[config.mk]
export PLATFORM = sky130hd
export DESIGN_NAME = vipt_lookup
export DESIGN_NICKNAME = d
export VERILOG_FILES = /design/src/rtl/vipt_pkg.sv /design/src/rtl/vipt_way_store.sv /design/src/rtl/vipt_rr_repl.sv /design/src/rtl/vipt_alias_probe.sv /design/src/rtl/vipt_lookup.sv
export SDC_FILE = /design/constraint.sdc
export NUM_CORES = 1
export LEC_CHECK = 0
export CAP_MARGIN = 20
export CORE_ASPECT_RATIO = 1.4
export CORE_MARGIN = 5
export CORE_UTILIZATION = 45
export DETAILED_ROUTE_END_ITERATION = 16
export GPL_ROUTABILITY_DRIVEN = 0
export SKIP_CTS_REPAIR_TIMING = 1
export SLEW_MARGIN = 20
export SYNTH_ARGS = -nofsm -noshare
export SYNTH_HDL_FRONTEND = slang
export SYNTH_SLANG_ARGS = --single-unit
[constraint.sdc]
create_clock -name clk -period 13.7 [get_ports clk]
set_clock_uncertainty 0.05 [all_clocks]
set_input_delay 2.74 -clock clk [delete_from_list [all_inputs] [get_ports clk]]
set_output_delay 2.74 -clock clk [all_outputs]
set_load 0.01 [all_outputs]
[src/rtl/vipt_pkg.sv]
package vipt_pkg;
  typedef enum logic [1:0] {
    ST_IDLE  = 2'd0,
    ST_LOOK  = 2'd1,
    ST_PROBE = 2'd2,
    ST_RESP  = 2'd3
  } lk_state_e;
endpackage

[src/rtl/vipt_way_store.sv]
// One way: valid bits, physical tags and line data, with a lookup read
// port, a probe read port, a fill write port and an invalidate port.
module vipt_way_store #(
  parameter int SETS   = 16,
  parameter int IDX_W  = 4,
  parameter int TAG_W  = 8,
  parameter int DATA_W = 32
) (
  input  logic              clk,
  input  logic              rst_n,
  input  logic [IDX_W-1:0]  lk_idx,
  output logic              lk_valid,
  output logic [TAG_W-1:0]  lk_tag,
  output logic [DATA_W-1:0] lk_data,
  input  logic [IDX_W-1:0]  pr_idx,
  output logic              pr_valid,
  output logic [TAG_W-1:0]  pr_tag,
  input  logic              wr_en,
  input  logic [IDX_W-1:0]  wr_idx,
  input  logic [TAG_W-1:0]  wr_tag,
  input  logic [DATA_W-1:0] wr_data,
  input  logic              inv_en,
  input  logic [IDX_W-1:0]  inv_idx
);
  logic [SETS-1:0]   valid_q;
  logic [TAG_W-1:0]  tag_q  [SETS];
  logic [DATA_W-1:0] data_q [SETS];

  always_ff @(posedge clk) begin
    if (!rst_n) begin
      valid_q <= '0;
    end else if (wr_en) begin
      valid_q[wr_idx] <= 1'b1;
    end else if (inv_en) begin
      valid_q[inv_idx] <= 1'b0;
    end
  end

  always_ff @(posedge clk) begin
    if (wr_en) begin
      tag_q[wr_idx]  <= wr_tag;
      data_q[wr_idx] <= wr_data;
    end
  end

  assign lk_valid = valid_q[lk_idx];
  assign lk_tag   = tag_q[lk_idx];
  assign lk_data  = data_q[lk_idx];
  assign pr_valid = valid_q[pr_idx];
  assign pr_tag   = tag_q[pr_idx];
endmodule

[src/rtl/vipt_rr_repl.sv]
// Per-set round-robin victim pointer.
module vipt_rr_repl #(
  parameter int SETS  = 16,
  parameter int IDX_W = 4,
  parameter int WAYS  = 2,
  parameter int WAY_W = 1
) (
  input  logic             clk,
  input  logic             rst_n,
  input  logic [IDX_W-1:0] sel_idx,
  input  logic             adv_en,
  output logic [WAY_W-1:0] victim
);
  logic [WAY_W-1:0] ptr_q [SETS];

  always_ff @(posedge clk) begin
    if (!rst_n) begin
      for (int s = 0; s < SETS; s++) ptr_q[s] <= '0;
    end else if (adv_en) begin
      ptr_q[sel_idx] <= (ptr_q[sel_idx] == WAY_W'(WAYS - 1)) ? '0 : ptr_q[sel_idx] + 1'b1;
    end
  end

  assign victim = ptr_q[sel_idx];
endmodule

[src/rtl/vipt_alias_probe.sv]
// Sequencer stepping through the candidate alias sets, one per cycle.
module vipt_alias_probe #(
  parameter int ALIAS_N = 4,
  parameter int CNT_W   = 2
) (
  input  logic             clk,
  input  logic             rst_n,
  input  logic             start,
  output logic             busy,
  output logic [CNT_W-1:0] cnt,
  output logic             last
);
  logic             busy_q;
  logic [CNT_W-1:0] cnt_q;

  assign last = busy_q && (cnt_q == CNT_W'(ALIAS_N - 1));

  always_ff @(posedge clk) begin
    if (!rst_n) begin
      busy_q <= 1'b0;
      cnt_q  <= '0;
    end else if (start) begin
      busy_q <= 1'b1;
      cnt_q  <= '0;
    end else if (busy_q) begin
      if (last) busy_q <= 1'b0;
      else      cnt_q  <= cnt_q + 1'b1;
    end
  end

  assign busy = busy_q;
  assign cnt  = cnt_q;
endmodule

[src/rtl/vipt_lookup.sv]
module vipt_lookup
  import vipt_pkg::*;
#(
  parameter int VA_W       = 16,
  parameter int PPN_W      = 8,
  parameter int PAGE_OFF_W = 4,
  parameter int LINE_BYTES = 4,
  parameter int SETS       = 16,
  parameter int WAYS       = 2,
  localparam int OFF_W     = $clog2(LINE_BYTES),
  localparam int IDX_W     = $clog2(SETS),
  localparam int DATA_W    = LINE_BYTES * 8,
  localparam int WAY_W     = (WAYS > 1) ? $clog2(WAYS) : 1
) (
  input  logic              clk,
  input  logic              rst_n,
  input  logic              req_valid,
  output logic              req_ready,
  input  logic [VA_W-1:0]   req_va,
  input  logic              tlb_valid,
  input  logic              tlb_hit,
  input  logic [PPN_W-1:0]  tlb_ppn,
  output logic              rsp_valid,
  input  logic              rsp_ready,
  output logic              rsp_hit,
  output logic [WAY_W-1:0]  rsp_way,
  output logic [DATA_W-1:0] rsp_data,
  input  logic              fill_valid,
  output logic              fill_ready,
  input  logic [VA_W-1:0]   fill_va,
  input  logic [PPN_W-1:0]  fill_ppn,
  input  logic [DATA_W-1:0] fill_data
);
  localparam int ALIAS_RAW = IDX_W + OFF_W - PAGE_OFF_W;
  localparam int ALIAS_W   = (ALIAS_RAW > 0) ? ALIAS_RAW : 0;
  localparam int ALIAS_N   = 1 << ALIAS_W;
  localparam int CNT_W     = (ALIAS_W > 0) ? ALIAS_W : 1;
  localparam int LOW_W     = IDX_W - ALIAS_W;

  lk_state_e state_q, state_d;

  logic             idle, req_go, fill_go, xlate_ok;
  logic [IDX_W-1:0] req_idx, fill_idx, home_idx_q, cand_idx;
  logic [PPN_W-1:0] ppn_q;

  // Array read ports, per way
  logic [WAYS-1:0]   lk_valid, pr_valid, hit_vec, pr_match, wr_sel;
  logic [PPN_W-1:0]  lk_tag  [WAYS];
  logic [PPN_W-1:0]  pr_tag  [WAYS];
  logic [DATA_W-1:0] lk_data [WAYS];

  // Read results captured at acceptance
  logic [WAYS-1:0]   rd_valid_q;
  logic [PPN_W-1:0]  rd_tag_q  [WAYS];
  logic [DATA_W-1:0] rd_data_q [WAYS];

  logic              any_hit;
  logic [WAY_W-1:0]  hit_way, victim;
  logic [DATA_W-1:0] hit_data;

  logic              probe_busy, probe_last, probe_start;
  logic [CNT_W-1:0]  probe_cnt;

  logic              rsp_hit_q;
  logic [WAY_W-1:0]  rsp_way_q;
  logic [DATA_W-1:0] rsp_data_q;

  assign idle       = (state_q == ST_IDLE);
  assign fill_ready = idle;
  assign req_ready  = idle && !fill_valid;
  assign fill_go    = fill_valid && idle;
  assign req_go     = req_valid && req_ready;
  assign req_idx    = req_va[OFF_W +: IDX_W];
  assign fill_idx   = fill_va[OFF_W +: IDX_W];
  assign xlate_ok   = (state_q == ST_LOOK) && tlb_valid && tlb_hit;

  // Candidate set for the alias probe
  generate
    if (ALIAS_W == 0) begin : g_cand_none
      assign cand_idx = home_idx_q;
    end else if (LOW_W == 0) begin : g_cand_all
      assign cand_idx = probe_cnt[ALIAS_W-1:0];
    end else begin : g_cand_mix
      assign cand_idx = {probe_cnt[ALIAS_W-1:0], home_idx_q[LOW_W-1:0]};
    end
  endgenerate

  generate
    for (genvar w = 0; w < WAYS; w++) begin : g_way
      assign wr_sel[w]   = fill_go && (victim == WAY_W'(w));
      assign pr_match[w] = probe_busy && pr_valid[w] && (pr_tag[w] == ppn_q);
      assign hit_vec[w]  = rd_valid_q[w] && (rd_tag_q[w] == tlb_ppn);

      vipt_way_store #(
        .SETS(SETS), .IDX_W(IDX_W), .TAG_W(PPN_W), .DATA_W(DATA_W)
      ) u_store (
        .clk      (clk),
        .rst_n    (rst_n),
        .lk_idx   (req_idx),
        .lk_valid (lk_valid[w]),
        .lk_tag   (lk_tag[w]),
        .lk_data  (lk_data[w]),
        .pr_idx   (cand_idx),
        .pr_valid (pr_valid[w]),
        .pr_tag   (pr_tag[w]),
        .wr_en    (wr_sel[w]),
        .wr_idx   (fill_idx),
        .wr_tag   (fill_ppn),
        .wr_data  (fill_data),
        .inv_en   (pr_match[w]),
        .inv_idx  (cand_idx)
      );

      always_ff @(posedge clk) begin
        if (!rst_n) begin
          rd_valid_q[w] <= 1'b0;
        end else if (req_go) begin
          rd_valid_q[w] <= lk_valid[w];
          rd_tag_q[w]   <= lk_tag[w];
          rd_data_q[w]  <= lk_data[w];
        end
      end
    end
  endgenerate

  always_comb begin
    any_hit  = |hit_vec;
    hit_way  = '0;
    hit_data = '0;
    for (int w = 0; w < WAYS; w++) begin
      if (hit_vec[w]) begin
        hit_way  = WAY_W'(w);
        hit_data = rd_data_q[w];
      end
    end
  end

  vipt_rr_repl #(
    .SETS(SETS), .IDX_W(IDX_W), .WAYS(WAYS), .WAY_W(WAY_W)
  ) u_rr (
    .clk     (clk),
    .rst_n   (rst_n),
    .sel_idx (fill_idx),
    .adv_en  (fill_go),
    .victim  (victim)
  );

  assign probe_start = xlate_ok && !any_hit && (ALIAS_W > 0);

  generate
    if (ALIAS_W > 0) begin : g_probe
      vipt_alias_probe #(.ALIAS_N(ALIAS_N), .CNT_W(CNT_W)) u_probe (
        .clk   (clk),
        .rst_n (rst_n),
        .start (probe_start),
        .busy  (probe_busy),
        .cnt   (probe_cnt),
        .last  (probe_last)
      );
    end else begin : g_no_probe
      assign probe_busy = 1'b0;
      assign probe_cnt  = '0;
      assign probe_last = 1'b0;
    end
  endgenerate

  always_comb begin
    state_d = state_q;
    unique case (state_q)
      ST_IDLE:  if (req_go) state_d = ST_LOOK;
      ST_LOOK:  if (xlate_ok) state_d = (!any_hit && ALIAS_W > 0) ? ST_PROBE : ST_RESP;
      ST_PROBE: if (probe_last) state_d = ST_RESP;
      ST_RESP:  if (rsp_ready) state_d = ST_IDLE;
      default:  state_d = ST_IDLE;
    endcase
  end

  always_ff @(posedge clk) begin
    if (!rst_n) begin
      state_q    <= ST_IDLE;
      home_idx_q <= '0;
      ppn_q      <= '0;
      rsp_hit_q  <= 1'b0;
      rsp_way_q  <= '0;
      rsp_data_q <= '0;
    end else begin
      state_q <= state_d;
      if (req_go) home_idx_q <= req_idx;
      if (xlate_ok) begin
        ppn_q      <= tlb_ppn;
        rsp_hit_q  <= any_hit;
        rsp_way_q  <= any_hit ? hit_way  : '0;
        rsp_data_q <= any_hit ? hit_data : '0;
      end
    end
  end

  assign rsp_valid = (state_q == ST_RESP);
  assign rsp_hit   = rsp_hit_q;
  assign rsp_way   = rsp_way_q;
  assign rsp_data  = rsp_data_q;
endmodule

Yosys cells after proc, flatten, opt, wreduce, memory -nomap -nowiden. Memory sizes are Yosys's and may differ from the RTL's. Cells that the tools add are included.

Register bits: 83. RAM bits: 1376. Input bits: 87. Output and inout port bits: 37. Logic and storage cells: 118. Memories: 7.

Memory list: g_way[0].u_store.data_q (depth 16, width 32, read ports 1, clocked after Yosys merged registers in 0, wr ports 1, RTL line vipt_way_store.sv:27) `logic [DATA_W-1:0] data_q [SETS];`; g_way[1].u_store.data_q (depth 16, width 32, read ports 1, clocked after Yosys merged registers in 0, wr ports 1, RTL line vipt_way_store.sv:27); g_way[0].u_store.tag_q (depth 16, width 8, read ports 2, clocked after Yosys merged registers in 0, wr ports 1, RTL line vipt_way_store.sv:26) `logic [TAG_W-1:0] tag_q [SETS];`; g_way[1].u_store.tag_q (depth 16, width 8, read ports 2, clocked after Yosys merged registers in 0, wr ports 1, RTL line vipt_way_store.sv:26); rd_data_q (depth 2, width 32, read ports 2, clocked after Yosys merged registers in 0, wr ports 2, RTL line vipt_lookup.sv:55) `logic [DATA_W-1:0] rd_data_q [WAYS];`; rd_tag_q (depth 2, width 8, read ports 2, clocked after Yosys merged registers in 0, wr ports 2, RTL line vipt_lookup.sv:54) `logic [PPN_W-1:0] rd_tag_q [WAYS];`; 1 more memories.

$add $sub $neg: 2. Magnitude comparators: 5. Eq/ne operators: 12. Muxes and demuxes: 45. Bitwise operators: 8. Reduce and logical (&&, ||, !) cells: 27.

Operator list (count): two-way mux 32 bit (3); two-way mux 16 bit (4); bitwise AND 16 bit (2); == test 8 bit (4); bitwise OR 16 bit (2); two-way mux 1 bit (26); logical AND 1 bit (17); binary-select mux 1 bit (select 4 bit) (4); inverter 16 bit (1); less-than comparator 4 x 5 -> 1 bit (second input constant) (3); demux 1 bit (select 4 bit) (2); greater-or-equal comparator 4 x 1 -> 1 bit (second input constant) (2); two-way mux 2 bit (4); case mux 2 bit (4 select lines) (1); == test 2 bit (second input constant) (3); != test 2 x 1 -> 1 bit (second input constant) (3); two-way mux 4 bit (1); AND reduction 4 bit (1); nonzero test 2 bit (2); OR reduction 2 bit (2); inverter 1 bit (3); adder 2 x 1 -> 2 bit (second input constant) (1); == test 2 x 1 -> 1 bit (second input constant) (1); logical NOT 1 bit (2); 5 further kinds (5).

Logic depth before layout (Yosys ltp).
Word-level depth: 8. Mapped depth: 12. Mapped depth without buffers: 9.

Modules after synthesis. A second synthesis with hierarchy kept.

Cell total of the unflattened synthesis: 2710. Area, all modules: 57249.9 µm².

Modules (own cells, without submodules): vipt_way_store (times used 2, cells each 1147, area each 25781.0 µm², seq. area each 19538.7 µm²); vipt_lookup (times used 1, cells each 328, area each 4762.1 µm², seq. area each 3363.2 µm²); vipt_rr_repl (times used 1, cells each 76, area each 792.0 µm², seq. area each 320.3 µm²); vipt_alias_probe (times used 1, cells each 12, area each 133.9 µm², seq. area each 60.1 µm²).

Worst setup path after synthesis. OpenSTA, ideal clock, no wires.

Path type: in2reg. Start point: input fill_valid. End point: memory rd_data_q[0][0], enable pin. Library setup time: 0.519 ns. Arrival time: 6.617 ns. Data required time: 13.131 ns. Path slack: 6.514 ns. Cell stages on the path: 3. Path buffers: 0. Cells stage by stage: nor2b_1 nand2_1 nor2_1.

RTL lines: start: declaration (RTL line vipt_lookup.sv:28) `input logic fill_valid,`; end: declaration (RTL line vipt_lookup.sv:55).

Worst setup path in the final report.
Start point: input fill_valid. End point: output req_ready.

Cells in the longest elaborated chain, start to end: 2.

Ends and longest elaborated chain: logical NOT 1 bit (RTL line vipt_lookup.sv:70) `assign req_ready = idle && !fill_valid;`; logical AND 1 bit (RTL line vipt_lookup.sv:70); end: declaration (RTL line vipt_lookup.sv:18) `output logic req_ready,`.

No other way between the ends.

==> parameters.txt <==
Parameter                              Value

Worst hold path
  Worst hold path class ... flip-flop to flip-flop
  Cell depth of the worst min-delay path ... 2

Route
  Post-detailed-routing wire length ... around 150000 microns
  ANT nets after route ... 0
  Via-to-Cell Ratio ... just over 6
  Drt drc ... 0
  Via count ... approximately 28000
  Detailed Route Iter0 Violations ... between 2000 and 3000
  Post-detailed-route wirelength per cell ... 32.7 microns
  Number of detailed-routing iterations run before antenna repair ... 6

Power
  Static power due to leakage ... around 0.02 uW
  Peak VDD IR ... approximately 110 uV
  Total power of the final layout ... 9460 uW
  Power per standard cell area ... between 100 and 150 nW/um^2

Flow run
  Number of max-capacitance violations reported ... 0

Global routing
  Total routing resource utilization after global routing ... 0.221
  Antenna violations before repair ... 9
  Gr ovfl total ... 0
  Maximum number of pins on one net before global-route repair ... about 160
  Via count of the first global-routing pass ... slightly below 30000
  Global-route wire length before repair ... 215000 microns

Synthesis
  Share of the synthesized area in the top cell type ... 0.706
  Number of distinct standard cells referenced by the synthesized netlist ... 56
  Net count of the mapped netlist ... around 2800
  Predominant post-synthesis flop cell ... sky130_fd_sc_hd__edfxtp_1
  Commonest cells in the netlist ... sky130_fd_sc_hd__edfxtp_1 (1360), sky130_fd_sc_hd__mux4_2 (452), sky130_fd_sc_hd__nor2_1 (116)
  Number of storage elements in the synthesis netlist ... 1459
  Gate count of the mapped netlist ... 2666
  Synthesis warning total ... 0
  Number of enable-type register cells in the synthesized netlist ... 1360
  Sequential cell area fraction in the yosys report ... 0.740
  Largest area contributor in the synthesized netlist ... sky130_fd_sc_hd__edfxtp_1
  Mean post-synth cell area ... 21.7 sq um
  Fraction of synthesis flops using an asynchronous set or reset pin ... 0
  Largest cells by area after synthesis ... sky130_fd_sc_hd__edfxtp_1 (71%), sky130_fd_sc_hd__mux4_2 (18%), sky130_fd_sc_hd__dfxtp_1 (3.4%)
  Cell Area, Synth ... roughly 58000 sq um
  Library cell with the highest instance count after synthesis ... sky130_fd_sc_hd__edfxtp_1

Timing
  Fmax ... approximately 140 MHz
  Worst slew slack as a fraction of its limit ... 0.234
  RSZ-0062 raised after global routing ... no
  Count of final hold-check violations ... 0
  Min Clock Period, post-route ... 6.91 ns
  Sum of negative setup slack ... 0 ns
  Number of setup violations in the final report ... 0
  Pins Over Slew Limit ... 0
  Least setup slack across all paths after layout ... 6.79 ns
  Final worst path period share ... 0.504
  Actual transition at the worst max-transition pin ... roughly 1.1 ns

Worst setup path
  Arr. time, crit path ... between 4 and 5 ns
  Sort of element at the end of the critical path ... output port
  Reg2reg setup slack ... around 9.4 ns
  Critical path peak fanout ... 4
  Worst setup path class ... input pin to output port
  Startpoint class of the critical path ... input pin
  Depth of the most critical reg-to-reg path ... 11
  Req. time, crit path ... ~11 ns

Clock network
  Number of buffers added by the clock tree synthesis step ... 138
  Clock root buffer master ... sky130_fd_sc_hd__clkbuf_16
  Number of sinks handled by clock tree synthesis ... roughly 1500
  Maximum level of the CTS H-tree ... 4
  Clock edge transition at the registers on the reported setup and hold paths ... 0.06 ns
  Max Root-Sink Buffers ... 3
  Latest clock arrival within the worst-skew pair ... 0.76 ns
  Clock tree from TritonCTS ... built

Final layout
  Total of fill cells in the finished design ... about 10000
  Post-layout utilization of the core ... 0.514
  Number of nets at the end of the flow ... ~3000
  Layout cell share with drive strength beyond 1 ... 0.283
  Area growth from synthesis to layout ... 13.4%

Floorplan
  Horizontal die dimension ... around 310 microns
  Die Ht ... between 400 and 500 microns
  I/O Pins ... 124
  Starting utilization of the core area ... 0.453
  Die Outline Area ... approximately 140000 sq um
  Total core area ... ~130000 sq um
  Count of standard-cell rows ... about 160

Status
  Outcome ... completed

Placement
  Port Buf Inserts ... 99
  Detail Placement HPWL ... about 80000 microns
  Dpl ws ... approximately 6.6 ns
cells by family after synthesis:
group,count (synthesis),share of synthesized area
xor gates and xnor gates,42,0.00636
AOI/OAI and AO/OA,186,0.0238
muxes,565,0.197
adders and majority gates,9,0.00195
buffers and inverters,169,0.0127
and+or+nand+nor,236,0.0182
DFF,1459,0.740
through the flow:
step                      instances  cell area (sq um)  hold WS, ns
after floorplan                2666              57800        0.423
after global placement         4323              61000        0.389
after detailed placement       4328              61100        0.400
after CTS                      4577              65600        0.408
after global routing           4578              65600        0.432
final                          4581              65600        0.406
cells in the final DEF, fill, tap and decap left out, types with 34 or more instances in the layout:
cell type / instances
sky130_fd_sc_hd__clkdlybuf4s50_1: 86
sky130_fd_sc_hd__o21ai_0: 37
sky130_fd_sc_hd__clkbuf_16: 145
sky130_fd_sc_hd__mux2i_1: 71
sky130_fd_sc_hd__buf_4: 69
sky130_fd_sc_hd__dfxtp_1: 97
sky130_fd_sc_hd__nor2_1: 82
sky130_fd_sc_hd__mux2_2: 40
sky130_fd_sc_hd__a22oi_1: 46
sky130_fd_sc_hd__nor2_4: 34
sky130_fd_sc_hd__mux4_2: 452
sky130_fd_sc_hd__nand2_1: 52
sky130_fd_sc_hd__edfxtp_1: 1360
sky130_fd_sc_hd__xnor2_1: 34
power by group:
| group | internal (uW) | switching [uW] | total, uW |
|---|---|---|---|
| Combinational | 264 | 415 | 680 |
| Sequential | 4960 | 33.1 | 4990 |
| Clock | 2160 | 1630 | 3790 |
sequential cells by signal, summed over array words and instances, names as in the netlist, 8 cells and up:
signal,cells
g_way.u_store.data_q,1024
g_way.u_store.tag_q,256
rd_data_q,64
g_way.u_store.valid_q,32
rsp_data,32
rd_tag_q,16
u_rr.ptr_q,16
ppn_q,8
metal layers:
metal / track usage / routed length (microns) / up-vias
met2: 0.390 / 78700 / 1077
met4: 0.0646 / 4280 / 4
met5: 0 / 29 / -
li1: - / - / 11569
met3: 0.0388 / 9260 / 248
met1: 0.284 / 57400 / 15478
layout make-up:
| type | instances | area (sq um) | share of cell area |
|---|---|---|---|
| antenna | 3 | 7.51 | 0.000114 |
| clock buffer | 180 | 3810 | 0.0581 |
| clock inverter | 69 | 642 | 0.00979 |
| inverter | 10 | 37.5 | 0.000572 |
| multi-input combinational | 1038 | 14600 | 0.222 |
| sequential | 1459 | 42800 | 0.653 |
| tap | 1648 | 2060 | 0.0314 |
| timing repair buffer | 174 | 1630 | 0.0248 |
critical path, cell delays in order:
cell	delay, ns
sky130_fd_sc_hd__clkdlybuf4s50_1	0.44
sky130_fd_sc_hd__nor2b_1	0.33
sky130_fd_sc_hd__clkdlybuf4s50_1	0.61
final timing paths:
check / from / end
worst min register to register: rsp_way / rsp_way
worst max-delay path: fill_valid / req_ready
worst min-delay path: rsp_way / rsp_way
worst max register to register: state_q[0] / g_way[0].u_store.valid_q[1]
Note: power is estimated with default switching activity, not from simulation.
